[src/rtl/slpc_pkg.sv]
// Shared types for the sleep clock gating controller.
// Assumes the enable vector order cpu..osc is used consistently by all users.
package slpc_pkg;

    typedef enum logic [1:0] {
        ST_RUN    = 2'd0,
        ST_DOZE   = 2'd1,
        ST_SETTLE = 2'd2
    } slpc_state_e;

    typedef enum logic [2:0] {
        MD_CPU_HALT   = 3'd0,
        MD_QUIET_CONV = 3'd1,
        MD_DEEP       = 3'd2,
        MD_DEEP_TIMER = 3'd3,
        MD_OSC_HOLD   = 3'd6,
        MD_OSC_TIMER  = 3'd7
    } slpc_mode_e;

    typedef struct packed {
        logic cpu;
        logic sram;
        logic io;
        logic irq;
        logic adc;
        logic async_t;
        logic osc;
    } dom_en_t;

    localparam dom_en_t DOM_ALL_ON = 7'b111_1111;

endpackage

[src/rtl/slpc_mode_map.sv]
// Maps a raw mode code onto the set of domains that keep running in sleep.
// Assumes unknown codes should fall back to the lightest mode (CPU halt).
module slpc_mode_map
    import slpc_pkg::*;
(
    input  logic [2:0] mode_raw,
    output dom_en_t    sleep_pat
);

    // Combinational decode of the mode code into a gating pattern.
    always_comb begin
        sleep_pat = DOM_ALL_ON;
        case (mode_raw)
            MD_QUIET_CONV: sleep_pat = 7'b000_0111;
            MD_DEEP:       sleep_pat = 7'b000_0000;
            MD_DEEP_TIMER: sleep_pat = 7'b000_0010;
            MD_OSC_HOLD:   sleep_pat = 7'b000_0001;
            MD_OSC_TIMER:  sleep_pat = 7'b000_0011;
            default:       sleep_pat = 7'b011_1111;
        endcase
    end

endmodule

[src/rtl/slpc_wake_gate.sv]
// Qualifies interrupt requests against the domains still clocked in sleep.
// Assumes irq_ext comes from logic that needs no clock to flag a request.
module slpc_wake_gate (
    input  logic io_on,
    input  logic adc_on,
    input  logic async_on,
    input  logic irq_ext,
    input  logic irq_io,
    input  logic irq_adc,
    input  logic irq_async,
    output logic wake
);

    // A request counts only when its source domain can run.
    always_comb begin
        wake = irq_ext
             | (irq_io    & io_on)
             | (irq_adc   & adc_on)
             | (irq_async & async_on);
    end

endmodule

[src/rtl/slpc_settle_timer.sv]
// Down-counter modelling oscillator settling after a deep wake.
// Assumes SETTLE_CYC >= 1; done is meaningful only while tick is held.
module slpc_settle_timer #(
    parameter int SETTLE_CYC = 16
) (
    input  logic clk,
    input  logic rst_n,
    input  logic load,
    input  logic tick,
    output logic done
);

    localparam int CW = (SETTLE_CYC > 1) ? $clog2(SETTLE_CYC) : 1;
    localparam logic [CW-1:0] LOAD_V = CW'(SETTLE_CYC - 1);

    logic [CW-1:0] cnt;

    // Load on wake, then count down while settling.
    always_ff @(posedge clk) begin
        if (!rst_n) begin
            cnt <= '0;
        end else if (load) begin
            cnt <= LOAD_V;
        end else if (tick && cnt != '0) begin
            cnt <= cnt - 1'b1;
        end
    end

    assign done = (cnt == '0);

endmodule

[src/rtl/sleep_clkgate_ctrl.sv]
// Sleep mode clock gating controller: captures a mode on a sleep request,
// gates domain clocks, accepts permitted wake requests and restores clocks,
// optionally after an oscillator settling delay.
// Assumes sleep_req is a single-cycle strobe synchronous to clk.
module sleep_clkgate_ctrl
    import slpc_pkg::*;
#(
    parameter int SETTLE_CYC = 16
) (
    input  logic       clk,
    input  logic       rst_n,
    input  logic [2:0] mode_sel,
    input  logic       sleep_en,
    input  logic       sleep_req,
    input  logic       irq_ext,
    input  logic       irq_io,
    input  logic       irq_adc,
    input  logic       irq_async,
    output logic       clk_en_cpu,
    output logic       clk_en_sram,
    output logic       clk_en_io,
    output logic       clk_en_irq,
    output logic       clk_en_adc,
    output logic       clk_en_async,
    output logic       clk_en_osc,
    output logic [1:0] status
);

    slpc_state_e state;
    dom_en_t     held_pat;
    dom_en_t     new_pat;
    dom_en_t     cur_en;
    logic        wake_ok;
    logic        settle_done;
    logic        settle_load;

    slpc_mode_map u_map (
        .mode_raw  (mode_sel),
        .sleep_pat (new_pat)
    );

    slpc_wake_gate u_wake (
        .io_on     (held_pat.io),
        .adc_on    (held_pat.adc),
        .async_on  (held_pat.async_t),
        .irq_ext   (irq_ext),
        .irq_io    (irq_io),
        .irq_adc   (irq_adc),
        .irq_async (irq_async),
        .wake      (wake_ok)
    );

    assign settle_load = (state == ST_DOZE) && wake_ok && !held_pat.osc;

    slpc_settle_timer #(.SETTLE_CYC(SETTLE_CYC)) u_timer (
        .clk   (clk),
        .rst_n (rst_n),
        .load  (settle_load),
        .tick  (state == ST_SETTLE),
        .done  (settle_done)
    );

    // State sequencing and capture of the gating pattern.
    always_ff @(posedge clk) begin
        if (!rst_n) begin
            state    <= ST_RUN;
            held_pat <= DOM_ALL_ON;
        end else begin
            case (state)
                ST_RUN: begin
                    if (sleep_req && sleep_en) begin
                        held_pat <= new_pat;
                        state    <= ST_DOZE;
                    end
                end
                ST_DOZE: begin
                    if (wake_ok) begin
                        state <= held_pat.osc ? ST_RUN : ST_SETTLE;
                    end
                end
                ST_SETTLE: begin
                    if (settle_done) begin
                        state <= ST_RUN;
                    end
                end
                default: state <= ST_RUN;
            endcase
        end
    end

    // Enables as a function of state and the captured pattern.
    always_comb begin
        case (state)
            ST_DOZE:   cur_en = held_pat;
            ST_SETTLE: begin
                cur_en     = held_pat;
                cur_en.osc = 1'b1;
            end
            default:   cur_en = DOM_ALL_ON;
        endcase
    end

    assign clk_en_cpu   = cur_en.cpu;
    assign clk_en_sram  = cur_en.sram;
    assign clk_en_io    = cur_en.io;
    assign clk_en_irq   = cur_en.irq;
    assign clk_en_adc   = cur_en.adc;
    assign clk_en_async = cur_en.async_t;
    assign clk_en_osc   = cur_en.osc;
    assign status       = state;

    AST_ENTER_GATES_CPU: assert property (@(posedge clk) disable iff (!rst_n)
        (state == ST_RUN && sleep_req && sleep_en) |=> !clk_en_cpu && status == 2'd1);
    AST_REQ_IGNORED: assert property (@(posedge clk) disable iff (!rst_n)
        (state == ST_RUN && sleep_req && !sleep_en) |=> clk_en_cpu && status == 2'd0);
    AST_PATTERN_HELD: assert property (@(posedge clk) disable iff (!rst_n)
        (state == ST_DOZE && !wake_ok) |=> $stable(cur_en));
    AST_FAST_WAKE: assert property (@(posedge clk) disable iff (!rst_n)
        (state == ST_DOZE && wake_ok && held_pat.osc) |=> clk_en_cpu && clk_en_sram);
    AST_SLOW_WAKE: assert property (@(posedge clk) disable iff (!rst_n)
        (state == ST_DOZE && wake_ok && !held_pat.osc) |=> !clk_en_cpu && clk_en_osc);
    AST_SETTLE_ENDS: assert property (@(posedge clk) disable iff (!rst_n)
        (state == ST_SETTLE && settle_done) |=> clk_en_cpu && status == 2'd0);

endmodule

[config.mk]
export PLATFORM = sky130hd
export DESIGN_NAME = sleep_clkgate_ctrl
export DESIGN_NICKNAME = d
export VERILOG_FILES = /design/src/rtl/slpc_pkg.sv /design/src/rtl/slpc_mode_map.sv /design/src/rtl/slpc_wake_gate.sv /design/src/rtl/slpc_settle_timer.sv /design/src/rtl/sleep_clkgate_ctrl.sv
export SDC_FILE = /design/constraint.sdc
export NUM_CORES = 1
export LEC_CHECK = 0
export ABC_AREA = 1
export CORE_MARGIN = 8
export CORE_UTILIZATION = 47
export CTS_BUF_LIST = sky130_fd_sc_hd__clkbuf_16
export CTS_CLUSTER_SIZE = 14
export DETAILED_ROUTE_END_ITERATION = 16
export PLACE_DENSITY = 0.84
export SLEW_MARGIN = 20
export SYNTH_ARGS = -nofsm -noshare
export SYNTH_HDL_FRONTEND = slang
export SYNTH_SLANG_ARGS = --single-unit
[constraint.sdc]
create_clock -name clk -period 2.5 [get_ports clk]
set_input_delay 0.5 -clock clk [delete_from_list [all_inputs] [get_ports clk]]
set_output_delay 0.5 -clock clk [all_outputs]
set_load 0.02 [all_outputs]
==> impl_results.md <==
* Initial antenna violation count at 0
* Fmax at 417 MHz
* CTS Buf Count at 3
* Pint at roughly 510 µW
* Initial DRC count at 29
* YS warnings at 0
* Status: finished, final reports clean
* Antenna diodes at 0
* DR vias/cell at ~5
* Met1 Use GR at 0.136
* Crit Path Category: register to output pin
* Post-DRT Antenna Nets at 0
* Filler Cell Count at 100
* Sw Pwr at 224 µW
* Total grt overflow at 0
* Ports at 20
* Pins Over Slew Limit at 0
* Met2 Use GR at 0.234
* CP max stage cell: clkdlybuf4s50_1
* Clk pin slew, worst setup/hold paths at 40 ps
* Die height at roughly 53 µm
* First-pass GRT wire length at 2.78 mm
* Post-CTS setup buffer count at 0
* Unrepaired setup endpoints after global routing: false
* Critical Path Max Stage Delay at 560 ps
* Delay-heaviest family, CP: buffers and inverters
* DRC violations left at 0
* Min-Delay Path Class: register to register
* Setup_tns at 0 ps
* Port Buffers at 19
* Measured slew at the worst slew-check pin at 263 ps
* Syn avg cell area at 6.80 µm²
* Hold_buf cts at 0
* H-tree Lvls at 1
* Total Wirelength at 1.71 mm
* Register area share after synthesis at 0.341
* Combinational Power Share at 0.327
* Clk pwr share at 0.393
* Critical path arrival at 1900 ps
* Static Leak at 0.000462 µW
* Drt pass-1 iters at 5
* Met3 Use GR at 0.0448
* Layout cells sized above 1 at 0.0776
* Clock latency on the worst-skew pair at 240 ps
* CTS tree: yes
* # clock sinks at 11
* Initial Util at 0.502
* Site row count at 13
* Post-Synthesis Cell Area at roughly 650 µm²
* Post-synthesis cell type count at 19
* Cells along the critical path: inv_1 > ha_1 > o21ai_0 > nand2_1 > clkdlybuf4s50_1
* Multi-input logic area at 334 µm²
* WP buf/inv at 2
* Syn-to-layout area delta at 42.6%
* Max VDD drop at 0.531 mV
* GP Congestion at ~0.87
* CP endpoint kind: output pin
* MaxCap Viol Count at 0
* Fin crit share at 0.958
* Syn_nets at between 100 and 150
* Final hold vios at 0
* Register area at approximately 220 µm²
* DR WL/cell at 13.0 µm
* Nets at 132
* Dpl hpwl at 1.27 mm
* Clock Tree Buf Depth at 2
* Vias at 670
* Final design utilization at 0.717
* PwrDens at ~800 nW/µm²
* Maximum number of pins on one net before global-route repair at 7
* Register share of total power at 0.279
* Cells after Synth at 95
* Tmin final at 2400 ps
* GR peak layer: met2
* WHS at around 490 ps
* Tot GR Track Use at 0.132
* Vias in the first global route at 656
* Clk_skew at approximately 2.8 ps
* Die Width at 53.1 µm
* Nature of the critical path startpoint: register
* Flops & latches, synth at 11
* Die Area at 2820 µm²
* Slew HR at 0.825
* Core area at 1280 µm²
* CP required at approximately 2000 ps
* Root Driver: clkbuf_16
* Setup violations, final at 0
* Switching Fraction at 0.305
* CP Max Fanout at 6
==> power groups by stage <==
stage | Sequential (µW) | Clock (µW) | Combinational, µW
CTS | 204 | 290 | 241
floorplan | 210 | 0 | 142
global placement | 206 | 0 | 234
global route | 206 | 301 | 261
detailed placement | 207 | 0 | 237
finish | 205 | 288 | 240
==> area by class of cell <==
cell class                 count  area share
multi-input combinational     62       0.363
timing repair buffer          19       0.209
sequential                    11       0.239
clock buffer                   3      0.0815
clock inverter                 1     0.00408
inverter                      20      0.0829
tap                           15      0.0204
==> worst paths after layout <==
| path | cells past startpoint | endpoint | start | slack (ps) |
|---|---|---|---|---|
| setup reg to reg | 6 | held_pat[2]$_SDFFE_PN1P_ | status[0]$_SDFFE_PN0P_ | 1000 |
| hold / removal | 2 | held_pat[6]$_SDFFE_PN1P_ | held_pat[6]$_SDFFE_PN1P_ | 490 |
| setup / recovery | 5 | clk_en_irq | status[0]$_SDFFE_PN0P_ | 100 |
| hold reg to reg | 2 | held_pat[6]$_SDFFE_PN1P_ | held_pat[6]$_SDFFE_PN1P_ | 490 |
==> cell families (layout without fill, tap and decap cells) <==
logic type | Yosys count | count (layout) | synth area share
AO/OA/AOI/OAI | 20 | 20 | 0.186
adder cells (fa/ha/maj) | 4 | 4 | 0.0775
buffers and inverters | 22 | 43 | 0.141
flip-flops | 11 | 11 | 0.341
AND/OR/NAND/NOR | 38 | 38 | 0.254
==> flip-flops by register name (all words and copies together) (netlist names) <==
register,cells
status,2
held_pat,5
u_timer.cnt,4
==> worst reg2reg max path, stage by stage, from the launching register on <==
cell	delay (ps)
dfxtp_1	380
inv_1	90
ha_1	210
nand3_1	150
inv_1	140
a21oi_1	260
o21ai_0	130
==> per-stage QoR <==
| step | std cells | total power [µW] | instance area, µm² | setup WS (ps) |
|---|---|---|---|---|
| after detailed placement | 127 | 444 | 840 | 362 |
| after CTS | 131 | 736 | 918 | 70.7 |
| after floorplan | 95 | 352 | 646 | 632 |
| after global placement | 127 | 440 | 840 | 438 |
| after global routing | 131 | 768 | 921 | 4.68 |
| final | 131 | 733 | 921 | 105 |
==> cell usage after synthesis (all sizes together) <==
| cell type | count | area [µm²] |
|---|---|---|
| o21ai | 13 | 80.1 |
| o211ai | 2 | 15.0 |
| dfxtp | 11 | 220 |
| a21oi | 5 | 25.0 |
| nand3 | 7 | 40.0 |
| ha | 4 | 50.1 |
| nor2 | 5 | 18.8 |
| nand2 | 24 | 92.6 |
| clkinv | 2 | 8.75 |
| nand4 | 2 | 12.5 |
| inv | 18 | 67.6 |
| buf | 2 | 15.0 |
==> layer usage <==
metal / wire, µm / share of wire
met1: 684 / 0.40
met2: 847 / 0.50
met3: 147 / 0.086
met4: 25 / 0.015
met5: 0 / 0
==> timing repair <==
| item | in CTS | in global routing |
|---|---|---|
| endpoints found under the setup margin | 0 | 1 |
| endpoints found under the hold margin | 0 | 0 |
| gates resized for setup | 0 | 1 |
==> placed cells by master (no fill, tap or decap) <==
cell	count
ha_1	4
clkinv_2	1
dlymetal6s2s_1	1
nand2_2	1
nand3_1	6
o21ai_4	1
o211ai_1	2
nor2_1	5
nand4_1	2
clkdlybuf4s50_1	18
nand3_2	1
clkbuf_16	3
o21ai_1	3
inv_2	1
clkinv_1	1
a21oi_1	5
inv_1	18
o21ai_0	8
nand2_1	23
o21ai_2	1
dfxtp_1	11
Power figures use the tool's default switching activity.
